===== src/rtl/kbd_port_regs.sv =====
module kbd_port_regs #(
  parameter int ADDR_W = 12,
  parameter int DATA_W = 32,
  parameter int CTRL_W = 8,
  parameter int DIV_W  = 8
) (
  input  logic              clk,
  input  logic              rst_n,
  input  logic              bus_sel,
  input  logic              bus_wr,
  input  logic [ADDR_W-1:0] bus_addr,
  input  logic [DATA_W-1:0] bus_wdata,
  output logic [DATA_W-1:0] bus_rdata,
  input  logic              rx_valid,
  input  logic [7:0]        rx_data,
  output logic              rx_ready,
  output logic              tx_strobe,
  output logic [7:0]        tx_data,
  output logic              irq
);
  localparam logic [ADDR_W-1:0] A_CTRL = ADDR_W'(12'h000);
  localparam logic [ADDR_W-1:0] A_STAT = ADDR_W'(12'h004);
  localparam logic [ADDR_W-1:0] A_DATA = ADDR_W'(12'h008);
  localparam logic [ADDR_W-1:0] A_DIV  = ADDR_W'(12'h00C);
  localparam logic [ADDR_W-1:0] A_IRQS = ADDR_W'(12'h010);

  logic [CTRL_W-1:0] ctrl_q;
  logic [DIV_W-1:0]  div_q;
  logic [7:0]        last_q;
  logic              pend_q;
  logic [DATA_W-1:0] rd_mux;
  logic [7:0]        id_byte;

  wire rd     = bus_sel & ~bus_wr;
  wire wr     = bus_sel & bus_wr;
  wire id_hit = &bus_addr[ADDR_W-1:5];
  wire pop    = rd & (bus_addr == A_DATA) & pend_q & rx_valid;

  assign rx_ready = pop;

  always_comb begin
    case (bus_addr[4:2])
      3'd0: id_byte = 8'h50;
      3'd1: id_byte = 8'h10;
      3'd2: id_byte = 8'h04;
      3'd3: id_byte = 8'h00;
      3'd4: id_byte = 8'h0D;
      3'd5: id_byte = 8'hF0;
      3'd6: id_byte = 8'h05;
      default: id_byte = 8'hB1;
    endcase
  end

  always_comb begin
    rd_mux = '0;
    if (id_hit) rd_mux = DATA_W'(id_byte);
    else begin
      case (bus_addr)
        A_CTRL: rd_mux = DATA_W'(ctrl_q);
        A_STAT: rd_mux = DATA_W'({1'b1, 1'b0, pend_q, 1'b0, ^last_q, 2'b00});
        A_DATA: rd_mux = DATA_W'(pop ? rx_data : last_q);
        A_DIV:  rd_mux = DATA_W'(div_q);
        A_IRQS: rd_mux = DATA_W'({1'b1, pend_q});
        default: rd_mux = '0;
      endcase
    end
  end

  always_ff @(posedge clk) begin
    if (!rst_n) begin
      ctrl_q    <= '0;
      div_q     <= '0;
      last_q    <= '0;
      pend_q    <= 1'b0;
      irq       <= 1'b0;
      tx_strobe <= 1'b0;
      tx_data   <= '0;
      bus_rdata <= '0;
    end else begin
      if (wr && !id_hit && bus_addr == A_CTRL) ctrl_q <= bus_wdata[CTRL_W-1:0];
      if (wr && !id_hit && bus_addr == A_DIV)  div_q  <= bus_wdata[DIV_W-1:0];
      tx_strobe <= wr && !id_hit && bus_addr == A_DATA;
      if (wr && !id_hit && bus_addr == A_DATA) tx_data <= bus_wdata[7:0];
      if (pop) last_q <= rx_data;
      pend_q <= pop ? 1'b0 : rx_valid;
      irq    <= (pend_q & ctrl_q[4]) | ctrl_q[3];
      if (rd) bus_rdata <= rd_mux;
    end
  end
endmodule


===== config.mk =====
export PLATFORM = sky130hd
export DESIGN_NAME = kbd_port_regs
export DESIGN_NICKNAME = d
export VERILOG_FILES = /design/src/rtl/kbd_port_regs.sv
export SDC_FILE = /design/constraint.sdc
export NUM_CORES = 1
export LEC_CHECK = 0
export BUFFER_PORTS_ARGS = -buffer_cell sky130_fd_sc_hd__clkbuf_2
export CORE_MARGIN = 3
export CORE_UTILIZATION = 47
export CTS_CLUSTER_SIZE = 40
export DETAILED_ROUTE_END_ITERATION = 7
export PLACE_DENSITY = 0.8
export SYNTH_ARGS = -nofsm -noshare
export SYNTH_HDL_FRONTEND = slang
export SYNTH_SLANG_ARGS = --single-unit

===== constraint.sdc =====
create_clock -name clk -period 2.12 [get_ports clk]
set_clock_uncertainty 0.15 [all_clocks]
set_input_delay 0.212 -clock clk [delete_from_list [all_inputs] [get_ports clk]]
set_output_delay 0.212 -clock clk [all_outputs]
set_load 0.01 [all_outputs]

==> run_summary.xml <==
<?xml version="1.0" encoding="UTF-8"?>
<metrics>
  <group name="outcome">
    <metric name="status" unit="">finished clean</metric>
  </group>
  <group name="timing">
    <metric name="worst_margin_slew" unit="ps">614</metric>
    <metric name="drv_slew" unit="">0</metric>
    <metric name="timing.final.crit_share" unit="%">87.3</metric>
    <metric name="grt_setup_unrepaired" unit="">false</metric>
    <metric name="final.hold.worst_slack" unit="ps">8.21</metric>
    <metric name="setup_tns" unit="ps">0</metric>
    <metric name="timing.fmax" unit="MHz">540</metric>
    <metric name="hold_viol_final" unit="">0</metric>
    <metric name="max_transition_margin" unit="%">59.0</metric>
    <metric name="setup_viol" unit="">0</metric>
    <metric name="min_period" unit="ps">1850</metric>
  </group>
  <group name="global_route">
    <metric name="global_route.overflow_total" unit="">0</metric>
    <metric name="grt_pass1_wl" unit="um">8240</metric>
    <metric name="grtUsageTotal" unit="%">19.2</metric>
    <metric name="via_count_of_the_first_global_routing_pass" unit="">1828</metric>
    <metric name="antenna_violations_before_repair" unit="">0</metric>
    <metric name="grt_start_max_net_pins" unit="">38</metric>
  </group>
  <group name="cells_and_area">
    <metric name="layout.cells.most_common" unit="">sky130_fd_sc_hd__nand2_1</metric>
    <metric name="layout_common_cells" unit="">sky130_fd_sc_hd__nand2_1 (57), sky130_fd_sc_hd__clkbuf_2 (51), sky130_fd_sc_hd__dfxtp_1 (43)</metric>
    <metric name="layout.filler_cells" unit="">405</metric>
    <metric name="ff_latch_area" unit="sq um">861</metric>
    <metric name="nNetsFinal" unit="">388</metric>
    <metric name="multiInputGateArea" unit="sq um">1210</metric>
    <metric name="final_layout_size_suffix_gt1_share" unit="%">23.8</metric>
    <metric name="stdcell_area" unit="sq um">2640</metric>
    <metric name="area.growth.synth_to_final" unit="%">18.4</metric>
    <metric name="diodes" unit="">0</metric>
    <metric name="post-route-util" unit="%">59.0</metric>
  </group>
  <group name="synth">
    <metric name="yosys_register_bits" unit="">43</metric>
    <metric name="post_synth_instance_area" unit="sq um">2230</metric>
    <metric name="synth_seq_area_share" unit="%">38.6</metric>
    <metric name="yosys_most_used_dff" unit="">sky130_fd_sc_hd__dfxtp_1</metric>
    <metric name="synthesis.instances" unit="">274</metric>
    <metric name="number_of_flops_mapped_to_enable_cells_by_yosys" unit="">0</metric>
    <metric name="synth.lib_cells_used.distinct" unit="">45</metric>
    <metric name="yosys_warnings" unit="">0</metric>
    <metric name="synthArstFlopShare" unit="%">0</metric>
    <metric name="synth.avg_cell_area" unit="sq um">8.14</metric>
  </group>
  <group name="critical_path">
    <metric name="rr_endpoint" unit="">last_q[0]</metric>
    <metric name="max_stage_delay" unit="ps">390</metric>
    <metric name="crit_path_end" unit="">rx_ready</metric>
    <metric name="crit_path_start" unit="">pend_q</metric>
    <metric name="timing.setup.critical_path_class" unit="">reg -&gt; out</metric>
    <metric name="path_buf_inv" unit="">2</metric>
    <metric name="critical_path_arrival" unit="ps">1490</metric>
    <metric name="worst_ep_required_time" unit="ps">1760</metric>
    <metric name="reg2reg_slack" unit="ps">330</metric>
    <metric name="worst_setup_path_end_kind" unit="">output pin</metric>
    <metric name="critical_path.slowest_cell" unit="">sky130_fd_sc_hd__dfxtp_1</metric>
    <metric name="worst_r2r_path_depth" unit="">5</metric>
    <metric name="crit_path_max_fanout" unit="">6</metric>
    <metric name="worstSetupPathDepth" unit="">4</metric>
    <metric name="list_of_cells_traversed_by_the_critical_path" unit="">nand4b_1 -&gt; buf_4 -&gt; nor3_1 -&gt; clkbuf_2</metric>
    <metric name="path_delay_family" unit="">simple AND/OR/NAND/NOR gates</metric>
    <metric name="worst_r2r_startpoint" unit="">pend_q</metric>
    <metric name="crit_path_start_kind" unit="">flip-flop</metric>
  </group>
  <group name="drt">
    <metric name="route.vias.total" unit="">2025</metric>
    <metric name="drtIter0Drc" unit="">152</metric>
    <metric name="remaining_design_rule_violation_count" unit="">0</metric>
    <metric name="avgViaCountPerCell" unit="">5.27</metric>
    <metric name="totalWireLength" unit="um">5190</metric>
    <metric name="final_antenna_net_count" unit="">0</metric>
    <metric name="routed_wire_length_per_instance" unit="um">13.5</metric>
    <metric name="detailedRoute.firstPassIterationCount" unit="">4</metric>
  </group>
  <group name="placement">
    <metric name="detailed_place.area" unit="sq um">2480</metric>
    <metric name="portBuffers" unit="">51</metric>
    <metric name="gpl.final_weighted_congestion" unit="">0.849</metric>
    <metric name="place.detailed.hpwl" unit="um">3800</metric>
  </group>
  <group name="min_path">
    <metric name="hold_path.class" unit="">in -&gt; reg</metric>
  </group>
  <group name="die">
    <metric name="fp-row-count" unit="">24</metric>
    <metric name="die_w" unit="um">74.9</metric>
    <metric name="total_die_area" unit="sq um">5610</metric>
    <metric name="floorplan.initialDensity" unit="%">49.8</metric>
    <metric name="io_pins" unit="">100</metric>
    <metric name="chip_height" unit="um">74.9</metric>
    <metric name="design.core.area" unit="sq um">4470</metric>
  </group>
  <group name="clocking">
    <metric name="post_cts_resize_count" unit="">0</metric>
    <metric name="cts_tree" unit="">done</metric>
    <metric name="numCtsBuffers" unit="">5</metric>
    <metric name="clock_sink_count" unit="">43</metric>
    <metric name="h_tree_depth" unit="">2</metric>
    <metric name="clk_path_buf_depth" unit="">2</metric>
    <metric name="cts_hold_bufs" unit="">5</metric>
    <metric name="cell_chosen_for_the_clock_root" unit="">sky130_fd_sc_hd__clkbuf_8</metric>
    <metric name="post-cts-setup-buffers" unit="">0</metric>
    <metric name="worst_skew_pair.late_latency" unit="ps">300</metric>
    <metric name="worst_setup_hold_path_clk_slew" unit="ps">80</metric>
  </group>
  <group name="power_and_ir_drop">
    <metric name="p_per_area" unit="nW/um^2">604</metric>
    <metric name="sum_of_internal_switching_and_leakage_power" unit="uW">1590</metric>
    <metric name="peakVddDrop" unit="mV">0.349</metric>
    <metric name="power.leakage" unit="uW">0.00107</metric>
  </group>
  <group name="job">
    <metric name="cap_viol_max_count" unit="">0</metric>
  </group>
</metrics>
==> how the worst min path moves through the flow <==
| stage | to | slack (ps) | depth (start not counted) | startpoint |
|---|---|---|---|---|
| 2_1_floorplan | div_q[0] | 200 | 2 | bus_wdata[0] |
| 3_3_place_gp | tx_data[6] | 290 | 2 | tx_data[6] |
| 3_5_place_dp | tx_data[6] | 290 | 2 | tx_data[6] |
| 4_1_cts | div_q[7] | 2 | 3 | bus_wdata[7] |
| 5_1_grt | tx_data[4] | 10 | 3 | bus_wdata[4] |
| 6_report | div_q[0] | 8 | 3 | bus_wdata[0] |
==> flip-flops by register name, indices dropped and copies added, names as in the netlist <==
signal and flops:
tx_strobe 1, pend_q 1, div_q 8, last_q 8
bus_rdata 8, ctrl_q 8, irq 1, tx_data 8
==> tightest hold or removal path, delay by kind of cell <==
| family | cells | cell delay [ps] |
|---|---|---|
| buffers and inverters | 1 | 100 |
| and+or+nand+nor | 1 | 50 |
| AOI/OAI and AO/OA | 1 | 50 |
==> per-layer routing <==
layer / up-vias / track usage, % / wire (um)
li1: 1013 / - / -
met5: - / 0 / 0
met1: 919 / 25.0 / 2260
met3: 10 / 3.60 / 380
met2: 83 / 31.5 / 2440
met4: 0 / 7.11 / 103
==> area by class of cell <==
cell class / count / area share (%)
Inverter: 2 / 0.284
Clock buffer: 5 / 2.61
Multi-Input combinational cell: 212 / 45.7
Clock inverter: 3 / 1.66
Sequential cell: 43 / 32.6
Timing Repair Buffer: 67 / 14.7
Tap cell: 52 / 2.46
==> synthesized netlist by cell type, drive strengths merged (2+ instances only) <==
library cell | number | share of area (%)
nand2 | 57 | 9.6
dfxtp | 43 | 39
a21oi | 30 | 6.7
buf | 25 | 8.3
mux2i | 16 | 7.2
nor2 | 16 | 2.7
clkbuf | 15 | 2.5
a22oi | 6 | 2.0
o21ai | 6 | 1.3
xnor2 | 6 | 2.4
nor3 | 5 | 1.6
nor4 | 5 | 3.0
o22ai | 5 | 1.4
nand2b | 4 | 1.1
nand3 | 4 | 1.1
a22o | 2 | 0.79
and4 | 2 | 0.79
inv | 2 | 0.34
nand3b | 2 | 0.67
nor2b | 2 | 0.56
or3 | 2 | 0.56
xor2 | 2 | 0.79
==> where the power goes <==
| part | internal (uW) | total, uW | switching [uW] |
|---|---|---|---|
| clock network | 351 | 640 | 290 |
| registers | 810 | 813 | 2.98 |
| logic | 48.2 | 141 | 93.3 |
| total | 1210 | 1590 | 386 |
==> kinds of logic after synthesis <==
logic type,after synthesis,synth area share [%]
xor+xnor,8,3.14
simple gates,105,23.6
other cells,1,0.168
buf+inv,42,11.2
compound gates,58,15.7
flops,43,38.6
mux,17,7.69
==> through the flow <==
step / instances / worst slack, ps
detailed placement: 371 / 124
CTS: 384 / 252
finish: 384 / 270
global route: 384 / 112
global placement: 371 / 152
floorplan: 297 / 343
(Power assumes the default switching activity.)
